### config.mk
export PLATFORM = sky130hd
export DESIGN_NAME = xreg_classify
export DESIGN_NICKNAME = d
export VERILOG_FILES = /design/src/rtl/xreg_pkg.sv /design/src/rtl/xreg_am_dec.sv /design/src/rtl/xreg_win_mode.sv /design/src/rtl/xreg_region_dec.sv /design/src/rtl/xreg_classify.sv
export SDC_FILE = /design/constraint.sdc
export NUM_CORES = 1
export LEC_CHECK = 0
export BUFFER_PORTS_ARGS = -buffer_cell sky130_fd_sc_hd__buf_2
export CAP_MARGIN = 20
export CORE_MARGIN = 4
export CORE_UTILIZATION = 30
export DETAILED_ROUTE_END_ITERATION = 6
export SLEW_MARGIN = 20
export SYNTH_ARGS = -nofsm -noshare
export SYNTH_HDL_FRONTEND = slang
export SYNTH_SLANG_ARGS = --single-unit
### constraint.sdc
create_clock -name clk_i -period 0.8 [get_ports clk_i]
set_clock_uncertainty 0.2 [all_clocks]
set_input_delay 0.12 -clock clk_i [delete_from_list [all_inputs] [get_ports clk_i]]
set_output_delay 0.12 -clock clk_i [all_outputs]
set_load 0.005 [all_outputs]
### src/rtl/xreg_pkg.sv
package xreg_pkg;
  typedef enum logic [1:0] {
    RES_FAULT  = 2'd0,
    RES_TLB    = 2'd1,
    RES_UNMAP  = 2'd2,
    RES_COMPAT = 2'd3
  } res_e;

  typedef enum logic [1:0] {
    PRV_KERN  = 2'd0,
    PRV_SUPER = 2'd1,
    PRV_USER  = 2'd2,
    PRV_ERR   = 2'd3
  } prv_e;
endpackage

### src/rtl/xreg_am_dec.sv
module xreg_am_dec
  import xreg_pkg::*;
#(
  parameter int unsigned AM_W = 3
) (
  input  logic [AM_W-1:0] am_i,
  input  logic [1:0]      priv_i,
  output logic            fault_o,
  output logic            mapped_o
);
  localparam int unsigned NUM_AM = 1 << AM_W;

  // per-privilege fault and mapped sets, bit n = mode n
  localparam logic [NUM_AM-1:0] K_MAP = NUM_AM'(8'b0000_1110);
  localparam logic [NUM_AM-1:0] S_BAD = NUM_AM'(8'b0000_0011);
  localparam logic [NUM_AM-1:0] S_MAP = NUM_AM'(8'b0001_1100);
  localparam logic [NUM_AM-1:0] U_BAD = NUM_AM'(8'b0010_0111);
  localparam logic [NUM_AM-1:0] U_MAP = NUM_AM'(8'b0001_1000);

  always_comb begin
    fault_o  = 1'b0;
    mapped_o = 1'b0;
    unique case (priv_i)
      PRV_SUPER: begin
        fault_o  = S_BAD[am_i];
        mapped_o = S_MAP[am_i];
      end
      PRV_USER: begin
        fault_o  = U_BAD[am_i];
        mapped_o = U_MAP[am_i];
      end
      default: mapped_o = K_MAP[am_i]; // kernel and error level, EU forced off
    endcase
  end
endmodule

### src/rtl/xreg_win_mode.sv
module xreg_win_mode #(
  parameter int unsigned WIN_W   = 3,
  parameter int unsigned AM_W    = 3,
  parameter int unsigned XAM_LSB = 4
) (
  input  logic [WIN_W-1:0]      win_i,
  input  logic [15:0]           ctl1_lo_i,
  input  logic [15:0]           ctl2_lo_i,
  input  logic                  ux_i,
  input  logic                  sx_i,
  input  logic                  kx_i,
  output logic [AM_W-1:0]       am_o,
  output logic                  perm_ok_o
);
  localparam int unsigned NUM_WIN = 1 << WIN_W;
  localparam int unsigned NUM_AM  = 1 << AM_W;

  localparam logic [NUM_AM-1:0] NEED_K = NUM_AM'(8'b0100_0011);
  localparam logic [NUM_AM-1:0] NEED_S = NUM_AM'(8'b0010_0100);
  localparam logic [NUM_AM-1:0] NEED_U = NUM_AM'(8'b1001_1000);

  logic [NUM_WIN-1:0] win_en;
  logic [AM_W-1:0]    xam;

  assign win_en = ctl2_lo_i[NUM_WIN-1:0];
  assign xam    = ctl1_lo_i[XAM_LSB +: AM_W];
  assign am_o   = win_en[win_i] ? xam : '0;

  assign perm_ok_o = (NEED_K[am_o] & kx_i) |
                     (NEED_S[am_o] & sx_i) |
                     (NEED_U[am_o] & ux_i);
endmodule

### src/rtl/xreg_region_dec.sv
module xreg_region_dec
  import xreg_pkg::*;
#(
  parameter int unsigned WIN_W = 3,
  parameter int unsigned AM_W  = 3
) (
  input  logic [63:0] vaddr_i,
  input  logic [1:0]  priv_i,
  input  logic        ux_i,
  input  logic        sx_i,
  input  logic        kx_i,
  input  logic [63:0] seg_mask_i,
  input  logic [63:0] pa_mask_i,
  input  logic [15:0] ctl1_lo_i,
  input  logic [15:0] ctl2_lo_i,
  output res_e        kind_o,
  output logic [63:0] paddr_o
);
  localparam logic [63:0] XU_TOP  = 64'h3FFF_FFFF_FFFF_FFFF;
  localparam logic [63:0] XS_TOP  = 64'h7FFF_FFFF_FFFF_FFFF;
  localparam logic [63:0] XK_TOP  = 64'hFFFF_FFFF_7FFF_FFFF;
  localparam logic [63:0] WIN_OFF = 64'h07FF_FFFF_FFFF_FFFF;
  localparam int unsigned WIN_LSB = 59;

  logic            compat, is_kern, is_super_up;
  logic [AM_W-1:0] am;
  logic            perm_ok, am_fault, am_mapped;

  assign compat      = (vaddr_i[63:31] == '0) | (&vaddr_i[63:31]);
  assign is_kern     = (priv_i == PRV_KERN) | (priv_i == PRV_ERR);
  assign is_super_up = (priv_i != PRV_USER);

  xreg_win_mode #(.WIN_W(WIN_W), .AM_W(AM_W)) u_win (
    .win_i     (vaddr_i[WIN_LSB +: WIN_W]),
    .ctl1_lo_i (ctl1_lo_i),
    .ctl2_lo_i (ctl2_lo_i),
    .ux_i      (ux_i),
    .sx_i      (sx_i),
    .kx_i      (kx_i),
    .am_o      (am),
    .perm_ok_o (perm_ok)
  );

  xreg_am_dec #(.AM_W(AM_W)) u_am (
    .am_i     (am),
    .priv_i   (priv_i),
    .fault_o  (am_fault),
    .mapped_o (am_mapped)
  );

  always_comb begin
    kind_o  = RES_FAULT;
    paddr_o = '0;
    if (compat) begin
      kind_o = RES_COMPAT;
    end else begin
      unique case (vaddr_i[63:62])
        2'b00: if (ux_i && vaddr_i <= (XU_TOP & seg_mask_i)) kind_o = RES_TLB;
        2'b01: if (is_super_up && sx_i && vaddr_i <= (XS_TOP & seg_mask_i)) kind_o = RES_TLB;
        2'b11: if (is_kern && kx_i && vaddr_i <= (XK_TOP & seg_mask_i)) kind_o = RES_TLB;
        default: begin
          if ((vaddr_i & WIN_OFF) <= pa_mask_i && perm_ok && !am_fault) begin
            if (am_mapped) begin
              kind_o = RES_TLB;
            end else begin
              kind_o  = RES_UNMAP;
              paddr_o = vaddr_i & pa_mask_i;
            end
          end
        end
      endcase
    end
  end
endmodule

### src/rtl/xreg_classify.sv
module xreg_classify
  import xreg_pkg::*;
#(
  parameter int unsigned WIN_W = 3,
  parameter int unsigned AM_W  = 3
) (
  input  logic        clk_i,
  input  logic        rst_ni,
  input  logic        valid_i,
  input  logic [63:0] vaddr_i,
  input  logic [1:0]  priv_i,
  input  logic        ux_i,
  input  logic        sx_i,
  input  logic        kx_i,
  input  logic [63:0] seg_mask_i,
  input  logic [63:0] pa_mask_i,
  input  logic [15:0] ctl1_lo_i,
  input  logic [15:0] ctl2_lo_i,
  output logic        valid_o,
  output logic [1:0]  kind_o,
  output logic [63:0] paddr_o
);
  res_e        kind_d;
  logic [63:0] paddr_d;

  xreg_region_dec #(.WIN_W(WIN_W), .AM_W(AM_W)) u_dec (
    .vaddr_i    (vaddr_i),
    .priv_i     (priv_i),
    .ux_i       (ux_i),
    .sx_i       (sx_i),
    .kx_i       (kx_i),
    .seg_mask_i (seg_mask_i),
    .pa_mask_i  (pa_mask_i),
    .ctl1_lo_i  (ctl1_lo_i),
    .ctl2_lo_i  (ctl2_lo_i),
    .kind_o     (kind_d),
    .paddr_o    (paddr_d)
  );

  always_ff @(posedge clk_i or negedge rst_ni) begin
    if (!rst_ni) begin
      valid_o <= 1'b0;
      kind_o  <= 2'd0;
      paddr_o <= '0;
    end else begin
      valid_o <= valid_i;
      if (valid_i) begin
        kind_o  <= kind_d;
        paddr_o <= paddr_d;
      end
    end
  end
endmodule

==> results of run 1 <==
## sequential cells by signal (all words and copies together) (netlist names)
name / flops
paddr_o: 64
kind_o: 2
valid_o: 1
## synthesized netlist by cell type (6+ instances only)
master,count
a21o_1,9
a21oi_1,54
a22o_1,62
buf_6,6
clkbuf_1,6
dfrtp_1,67
ha_1,188
inv_1,133
nand2_1,41
nand3_1,22
nand4_1,31
nor2_1,26
nor2b_1,8
nor3_1,10
nor4_1,12
o21ai_0,19
## power by group through the flow
| stage | Combinational (uW) | Clock [uW] | Sequential, uW |
|---|---|---|---|
| floorplan | 1500 | 0 | 3570 |
| global placement | 3620 | 0 | 3570 |
| detailed placement | 3670 | 0 | 3570 |
| CTS | 3930 | 4960 | 3510 |
| global route | 4510 | 5080 | 3520 |
| finish | 4010 | 4820 | 3510 |
## cells by family (layout without fill, tap and decap cells)
family | Yosys count | count (layout)
other cells | 0 | 1
fa+ha+maj | 188 | 188
compound gates | 179 | 179
simple gates | 168 | 168
flops | 67 | 67
buf+inv | 148 | 667
mux | 5 | 5
## worst paths after layout
| check | start | to | slack (ns) | depth (start not counted) |
|---|---|---|---|---|
| worst max-delay path | vaddr_i[59] | paddr_o[25] | -1.97 | 13 |
| worst min-delay path | valid_i | valid_o | -0.09 | 2 |
| worst max register to register | paddr_o[33] | paddr_o[33] | -0.37 | 3 |
| worst min register to register | paddr_o[56] | paddr_o[56] | 0.31 | 1 |
| max in group asynchronous | rst_ni | paddr_o[57] | -0.09 | 3 |
| min in group asynchronous | rst_ni | paddr_o[34] | -0.02 | 2 |
## stage by stage
| stage | cell area [um^2] | setup WS (ns) | total power [uW] | util |
|---|---|---|---|---|
| finish | 11100 | -1.97 | 12300 | 0.493 |
| global route | 11100 | -2.03 | 13100 | 0.493 |
| CTS | 10900 | -1.90 | 12400 | 0.482 |
| detailed placement | 9950 | -2.50 | 7240 | 0.441 |
| global placement | 9950 | -2.42 | 7190 | 0.441 |
| floorplan | 6880 | -2.22 | 5080 | - |
## timing repair
action,CTS,global route
setup endpoints to repair,133,198
gates resized for setup,56,16
endpoints found under the hold margin,96,92
buffers inserted,40,15
pin swaps,16,12
gates cloned,0,2
hold buffers,1,1
## routing by layer
metal / GRT usage / vias to the layer above / routed length (um)
li1: - / 3730 / -
met5: 0 / - / 43
met3: 0.0401 / 39 / 1500
met2: 0.353 / 249 / 12500
met1: 0.242 / 3367 / 11200
met4: 0.0600 / 6 / 561
## layout make-up
type,count,area [um^2]
clock inverter,6,113
tap,285,357
fill,2198,11400
timing repair buffer,516,3410
antenna,1,2.50
clock buffer,10,239
sequential,67,1680
inverter,135,519
multi-input combinational,540,4810
## worst reg2reg max path, delay by kind of cell (launching register included)
family / cells / cell delay (ns)
compound gates: 1 / 0.21
flops: 1 / 0.39
buf+inv: 2 / 0.26
==> reports/metrics.csv, run 1 <==
metric;value;unit
setup_viol;198;
fin_setup_tns;-154.42;ns
synth_cell_types;53;
synth_top_area_frac;0.343;
crit_fanout;10;
htreeDepth;3;
violations;DRC, hold timing, setup timing;
cts.sink_count;67;
synth-edff-count;0;
routed_wirelength;25900;um
whs;-0.0859;ns
cp-end-kind;flop;
rows;55;
slew_violations;0;
synthAdderAreaFrac;0.343;
port_buffers;277;
firstDrtPassIters;7;
grt_antenna_before_repair;4;
p_seq_frac;0.284;
swShare;0.297;
drc_errors;1;
timing.final.crit_share;3.46;
cp-start-kind;primary input;
drtIter0Drc;300;
gp_congestion;0.844;
holdCritPathClass;in2reg;
numCtsBuffers;9;
async_reset_ff_frac;1.00;
crit_slowest_cell;mux4_2;
dpl.hpwl;21400;um
max-cap-violations;0;
ir_drop;0.696;mV
fp.dieH;159;um
die_w;159;um
syn2layout_area_growth;62.2;%
p_int;8670;uW
p_per_area;1110;nW/um^2
cts_root_buf;clkbuf_16;
grt_max_degree;35;
synth_compound_area_frac;0.185;
yosysTopAreaCell;ha_1;
num_vias;7391;
yosysWarningCount;0;
drive_gt1_frac;0.449;
synth_xor_xnor_area_share;0;
worstSetupPathType;in2reg;
clk_pin_slew;0.06;ns
final.min_clock_period;2.77;ns
synth_top_family_by_area;adder cells;
syn-num-nets;1175;
dieArea;25400;um^2
wl_per_cell;16.6;um
ant_nets;0;
synth_seq_area_share;0.244;
max_freq;362;MHz
drt-vias-per-instance;4.74;
dp_cells;1485;
core_area;22600;um^2
cp_num_buf_inv;3;
worst_slack;-1.97;ns
cts.path.max_buffers;2;
grt_usage;0.198;
rsz0062_at_grt;yes;
synth_area_leaders;ha_1, dfrtp_1, a22o_1, inv_1, a21oi_1;
hold_violations;30;
synth-simple-area-share;0.130;
synth.avg_cell_area;9.09;um^2
num_io_pins;299;
syn_inst;755;
worst_pin_slew;0.497;ns
pwr-share-clk;0.390;
critPathRequiredTime;0.89;ns
stdcell_count;1560;
total_leakage_power;0.00645;uW
grt_pass1_vias;7789;
critical_path.cell_chain;buf_8 -> mux4_2 -> a2bb2oi_4 -> and2_4 -> nand2_8 -> ha_4 -> mux2i_2 -> a221oi_2 -> a311o_1 -> nor4_4 -> buf_6 -> clkbuf_16 -> a22o_1;
synth-seq-cells;67;
cp.arrival;2.85;ns
cts_tree;yes;
final_common_cell;buf_2;
clock_latency;0.34;ns
combPwrFrac;0.325;
start_util;0.304;
finalNetCount;1689;
p_sw;3670;uW
most-common-layout-cells;buf_2, buf_4, ha_1, inv_1, dfrtp_1;
synth_mux_area_frac;0.00930;
path_delay_family;compound AO/OA/AOI/OAI gates;
status;finished with violations;
grt_pass1_wl;40200;um
synthesis.area;6860;um^2
max_stage_delay;0.53;ns
grt_overflow;0;
ys.flop_type;dfrtp_1;
maxSlewHeadroom;0.669;
No activity file was read; power rests on OpenSTA's default activity.
==> inputs of run 2 (changes only) <==
clock period = 2.54 ns   (was 0.8 ns; I/O delays follow)
==> reports/metrics.csv, run 2 (synthesis gave the netlist of run 1 again) <==
metric;value;unit
drt-vias-per-instance;4.87;
cp-end-kind;flop;
grt_antenna_before_repair;3;
rsz0062_at_grt;yes;
ir_drop;0.228;mV
cp-start-kind;primary input;
most-common-layout-cells;buf_2, ha_1, buf_4, inv_1, dfrtp_1;
gp_congestion;0.835;
total_leakage_power;0.00612;uW
core_area;22600;um^2
dp_cells;1471;
num_io_pins;299;
drive_gt1_frac;0.438;
htreeDepth;3;
num_vias;7316;
wl_per_cell;17.7;um
cp.arrival;3.10;ns
dp_slack;-1.09;ns
holdCritPathClass;in2async;
violations;hold timing, setup timing;
timing.final.crit_share;1.21;
p_per_area;349;nW/um^2
maxSlewHeadroom;0.355;
grt_pass1_vias;7713;
cts.sink_count;67;
rr_startpoint;paddr_o[63];
slew_violations;0;
antenna_cells;0;
numCtsBuffers;9;
drtIter0Drc;271;
grt_max_degree;68;
die_w;159;um
final_common_cell;buf_2;
worstSetupPathType;in2reg;
whs;-0.00589;ns
clock_latency;0.34;ns
final.min_clock_period;3.07;ns
rr_worst_depth;1;
status;finished with violations;
grt_overflow;0;
critPathRequiredTime;2.57;ns
ctsHoldBuffers;0;
r2r_slack;1.57;ns
syn2layout_area_growth;56.3;%
rows;55;
setup_viol;65;
port_buffers;277;
routed_wirelength;26500;um
ant_nets;0;
rr_endpoint;paddr_o[63];
cts.path.max_buffers;2;
worst_pin_slew;0.967;ns
crit_fanout;6;
firstDrtPassIters;5;
hold_violations;4;
grt_usage;0.202;
finalNetCount;1631;
grt_pass1_wl;40800;um
cts_root_buf;clkbuf_16;
max-cap-violations;0;
max_flop_register;paddr_o;
dieArea;25400;um^2
drc_errors;0;
dpl.hpwl;21200;um
cts_tree;yes;
largestRegisters;paddr_o (64), kind_o (2), valid_o (1);
start_util;0.304;
stdcell_count;1501;
worst_slack;-0.527;ns
clk_pin_slew;0.06;ns
largest_reg_flops;64;
max_freq;326;MHz
fp.dieH;159;um
-- run 2: how the worst max path moves through the flow --
stage / start / to / slack, ns / cells past startpoint
6_report: vaddr_i[59] / paddr_o[56] / -0.53 / 14
5_1_grt: vaddr_i[59] / paddr_o[39] / -0.63 / 15
4_1_cts: pa_mask_i[62] / paddr_o[59] / -0.43 / 13
3_5_place_dp: pa_mask_i[17] / paddr_o[56] / -1.09 / 13
3_3_place_gp: pa_mask_i[17] / paddr_o[9] / -1.05 / 13
2_1_floorplan: vaddr_i[59] / paddr_o[0] / -0.74 / 12
-- run 2: layout make-up --
| type | count | area (um^2) |
|---|---|---|
| fillers | 2190 | 11800 |
| multi-input cells | 540 | 4930 |
| repair buffers | 458 | 2940 |
| flip-flops and latches | 67 | 1680 |
| inverters | 135 | 509 |
| well taps | 285 | 357 |
| clock buffers | 9 | 225 |
| clock inverters | 7 | 92.6 |
-- run 2: power breakdown --
group / internal [uW] / leakage, uW / switching (uW)
combinational: 625 / 0.00505 / 616
sequential: 1090 / 0.000927 / 15.3
clock: 857 / 0.000147 / 536
-- run 2: worst max-delay path, cell delays in order --
cell	delay, ns
buf_8	0.09
mux4_2	0.53
a2bb2oi_4	0.18
and2_4	0.17
nand2_4	0.10
inv_2	0.07
ha_4	0.16
mux2_4	0.27
a221oi_2	0.29
a311o_1	0.23
nor4_4	0.08
buf_6	0.17
clkbuf_16	0.17
a22o_1	0.20
-- run 2: timing repair --
action,4_1_cts,5_1_grt
endpoints found under the setup margin,65,65
pin swaps,15,16
gates cloned,3,4
resized for setup,60,21
setup buffers,3,5
-- run 2: routing by layer --
| metal | vias up | part of all wire | global-route usage |
|---|---|---|---|
| met5 | - | 0.0013 | 0 |
| met4 | 6 | 0.025 | 0.0604 |
| met3 | 45 | 0.066 | 0.0500 |
| met2 | 245 | 0.48 | 0.348 |
| met1 | 3406 | 0.43 | 0.250 |
| li1 | 3614 | - | - |
-- run 2: metrics by stage --
stage	cell area (um^2)	hold WS [ns]	setup TNS, ns	power, uW	utilization
floorplan	6880	-0.115	-46.96	1600	-
finish	10700	-0.00589	-31.48	3740	0.475
global placement	9780	0.275	-64.96	2230	0.433
CTS	10500	0.0143	-25.08	3760	0.467
global route	10700	0.0578	-37.29	3990	0.475
detailed placement	9780	0.285	-65.99	2250	0.433
==> inputs of run 3 (changes only) <==
CORE_ASPECT_RATIO = 1.2   (was unset)
PLACE_DENSITY_LB_ADDON = 0.3   (was unset)
==> reports/metrics.csv, run 3 (synthesis gave the netlist of run 1 again) <==
metric;value;unit
holdCritPathClass;in2reg;
largest_reg_flops;64;
total_leakage_power;0.00619;uW
firstDrtPassIters;4;
grt_antenna_before_repair;3;
clock_latency;0.33;ns
cp-start-kind;primary input;
drtIter0Drc;193;
slew_violations;0;
final.min_clock_period;3.02;ns
cts.sink_count;67;
largestRegisters;paddr_o (64), kind_o (2), valid_o (1);
whs;0.0664;ns
stdcell_area;10700;um^2
max_stage_delay;0.52;ns
most-common-layout-cells;buf_2, ha_1, buf_4, inv_1, dfrtp_1;
dieArea;25400;um^2
fp.dieH;174;um
num_io_pins;299;
placed_area;9920;um^2
cts_tree;yes;
max_freq;331;MHz
fin_setup_tns;-27.40;ns
crit_slowest_cell;mux4_2;
rr_worst_depth;1;
wl_per_cell;16.7;um
grt_pass1_vias;7440;
htreeDepth;3;
final_common_cell;buf_2;
p_per_area;366;nW/um^2
max_flop_register;paddr_o;
r2r_slack;1.59;ns
rsz0062_at_grt;yes;
grt_pass1_wl;38600;um
routed_wirelength;25100;um
ir_drop;0.201;mV
grt_usage;0.192;
cts_root_buf;clkbuf_16;
critPathRequiredTime;2.57;ns
cts.path.max_buffers;2;
clk_pin_slew;0.06;ns
critical_path.cell_chain;buf_8 -> mux4_2 -> a2bb2oi_4 -> and2_4 -> nand2_4 -> inv_4 -> ha_4 -> mux2_4 -> a221oi_4 -> a311o_1 -> nor4_4 -> buf_6 -> buf_12 -> clkbuf_16 -> a22o_1;
cp-end-kind;flop;
drt-vias-per-instance;4.79;
final_util;0.476;
setup_viol;65;
port_buffers;277;
hold_depth;1;
cp.arrival;3.05;ns
drc_errors;0;
finalPower;3910;uW
worst_slack;-0.481;ns
worst_pin_slew;0.513;ns
max-cap-violations;0;
crit_fanout;6;
fillers;2154;
start_util;0.306;
die_w;146;um
layout.area.seq;1680;um^2
num_vias;7202;
timing.final.crit_share;1.19;
hold_violations;0;
core_area;22400;um^2
multi_input_area;4810;um^2
finalNetCount;1640;
drive_gt1_frac;0.424;
maxSlewHeadroom;0.654;
rows;60;
violations;setup timing;
gp_congestion;0.875;
grt_overflow;0;
dpl.hpwl;21300;um
numCtsBuffers;9;
status;finished with violations;
worstSetupPathType;in2reg;
syn2layout_area_growth;55.7;%
grt_max_degree;68;
ant_nets;0;
[run 3: path summary, 6_finish.rpt]
check,endpoint,from
max,paddr_o[1],vaddr_i[59]
min,valid_o,valid_i
max reg2reg,paddr_o[8],paddr_o[8]
min reg2reg,paddr_o[59],paddr_o[59]
max in group asynchronous,kind_o[0],rst_ni
min in group asynchronous,paddr_o[54],rst_ni
[run 3: power breakdown]
group / total, uW / internal [uW] / switching, uW
Clock: 1600 / 1090 / 514
Combinational: 1210 / 614 / 592
Sequential: 1110 / 1090 / 14.3
[run 3: layout make-up]
class,count,area share
clock inverters,6,0.0128
well taps,279,0.0327
flip-flops and latches,67,0.157
repair buffers,467,0.277
clock buffers,10,0.0224
multi-input cells,540,0.451
diodes,1,0.000234
inverters,135,0.0479
[run 3: critical path: cells and delay by family]
kind | cells | cell delay [ns]
compound gates | 4 | 0.85
fa+ha+maj | 1 | 0.14
buf+inv | 5 | 0.54
mux | 2 | 0.80
simple gates | 3 | 0.31
[run 3: routing by layer]
layer,GRT usage,share of wire,routed length [um],vias to the layer above
met3,0.0408,0.059,1470,34
li1,-,-,-,3639
met5,0,0.00084,21,-
met2,0.356,0.51,12800,217
met1,0.222,0.41,10300,3308
met4,0.0584,0.021,523,4
[run 3: metrics by stage]
stage / std cells / setup WS, ns
final: 1505 / -0.481
after global routing: 1505 / -0.556
after CTS: 1504 / -0.416
after detailed placement: 1475 / -1.01
after global placement: 1475 / -0.929
after floorplan: 755 / -0.737
[run 3: repair_timing]
item / CTS / global route
setup buffers: 13 / 2
pin swaps: 22 / 6
endpoints found under the setup margin: 65 / 65
hold endpoints to repair: 67 / 0
gates cloned: 1 / 1
hold buffers: 1 / 0
gates resized for setup: 33 / 13
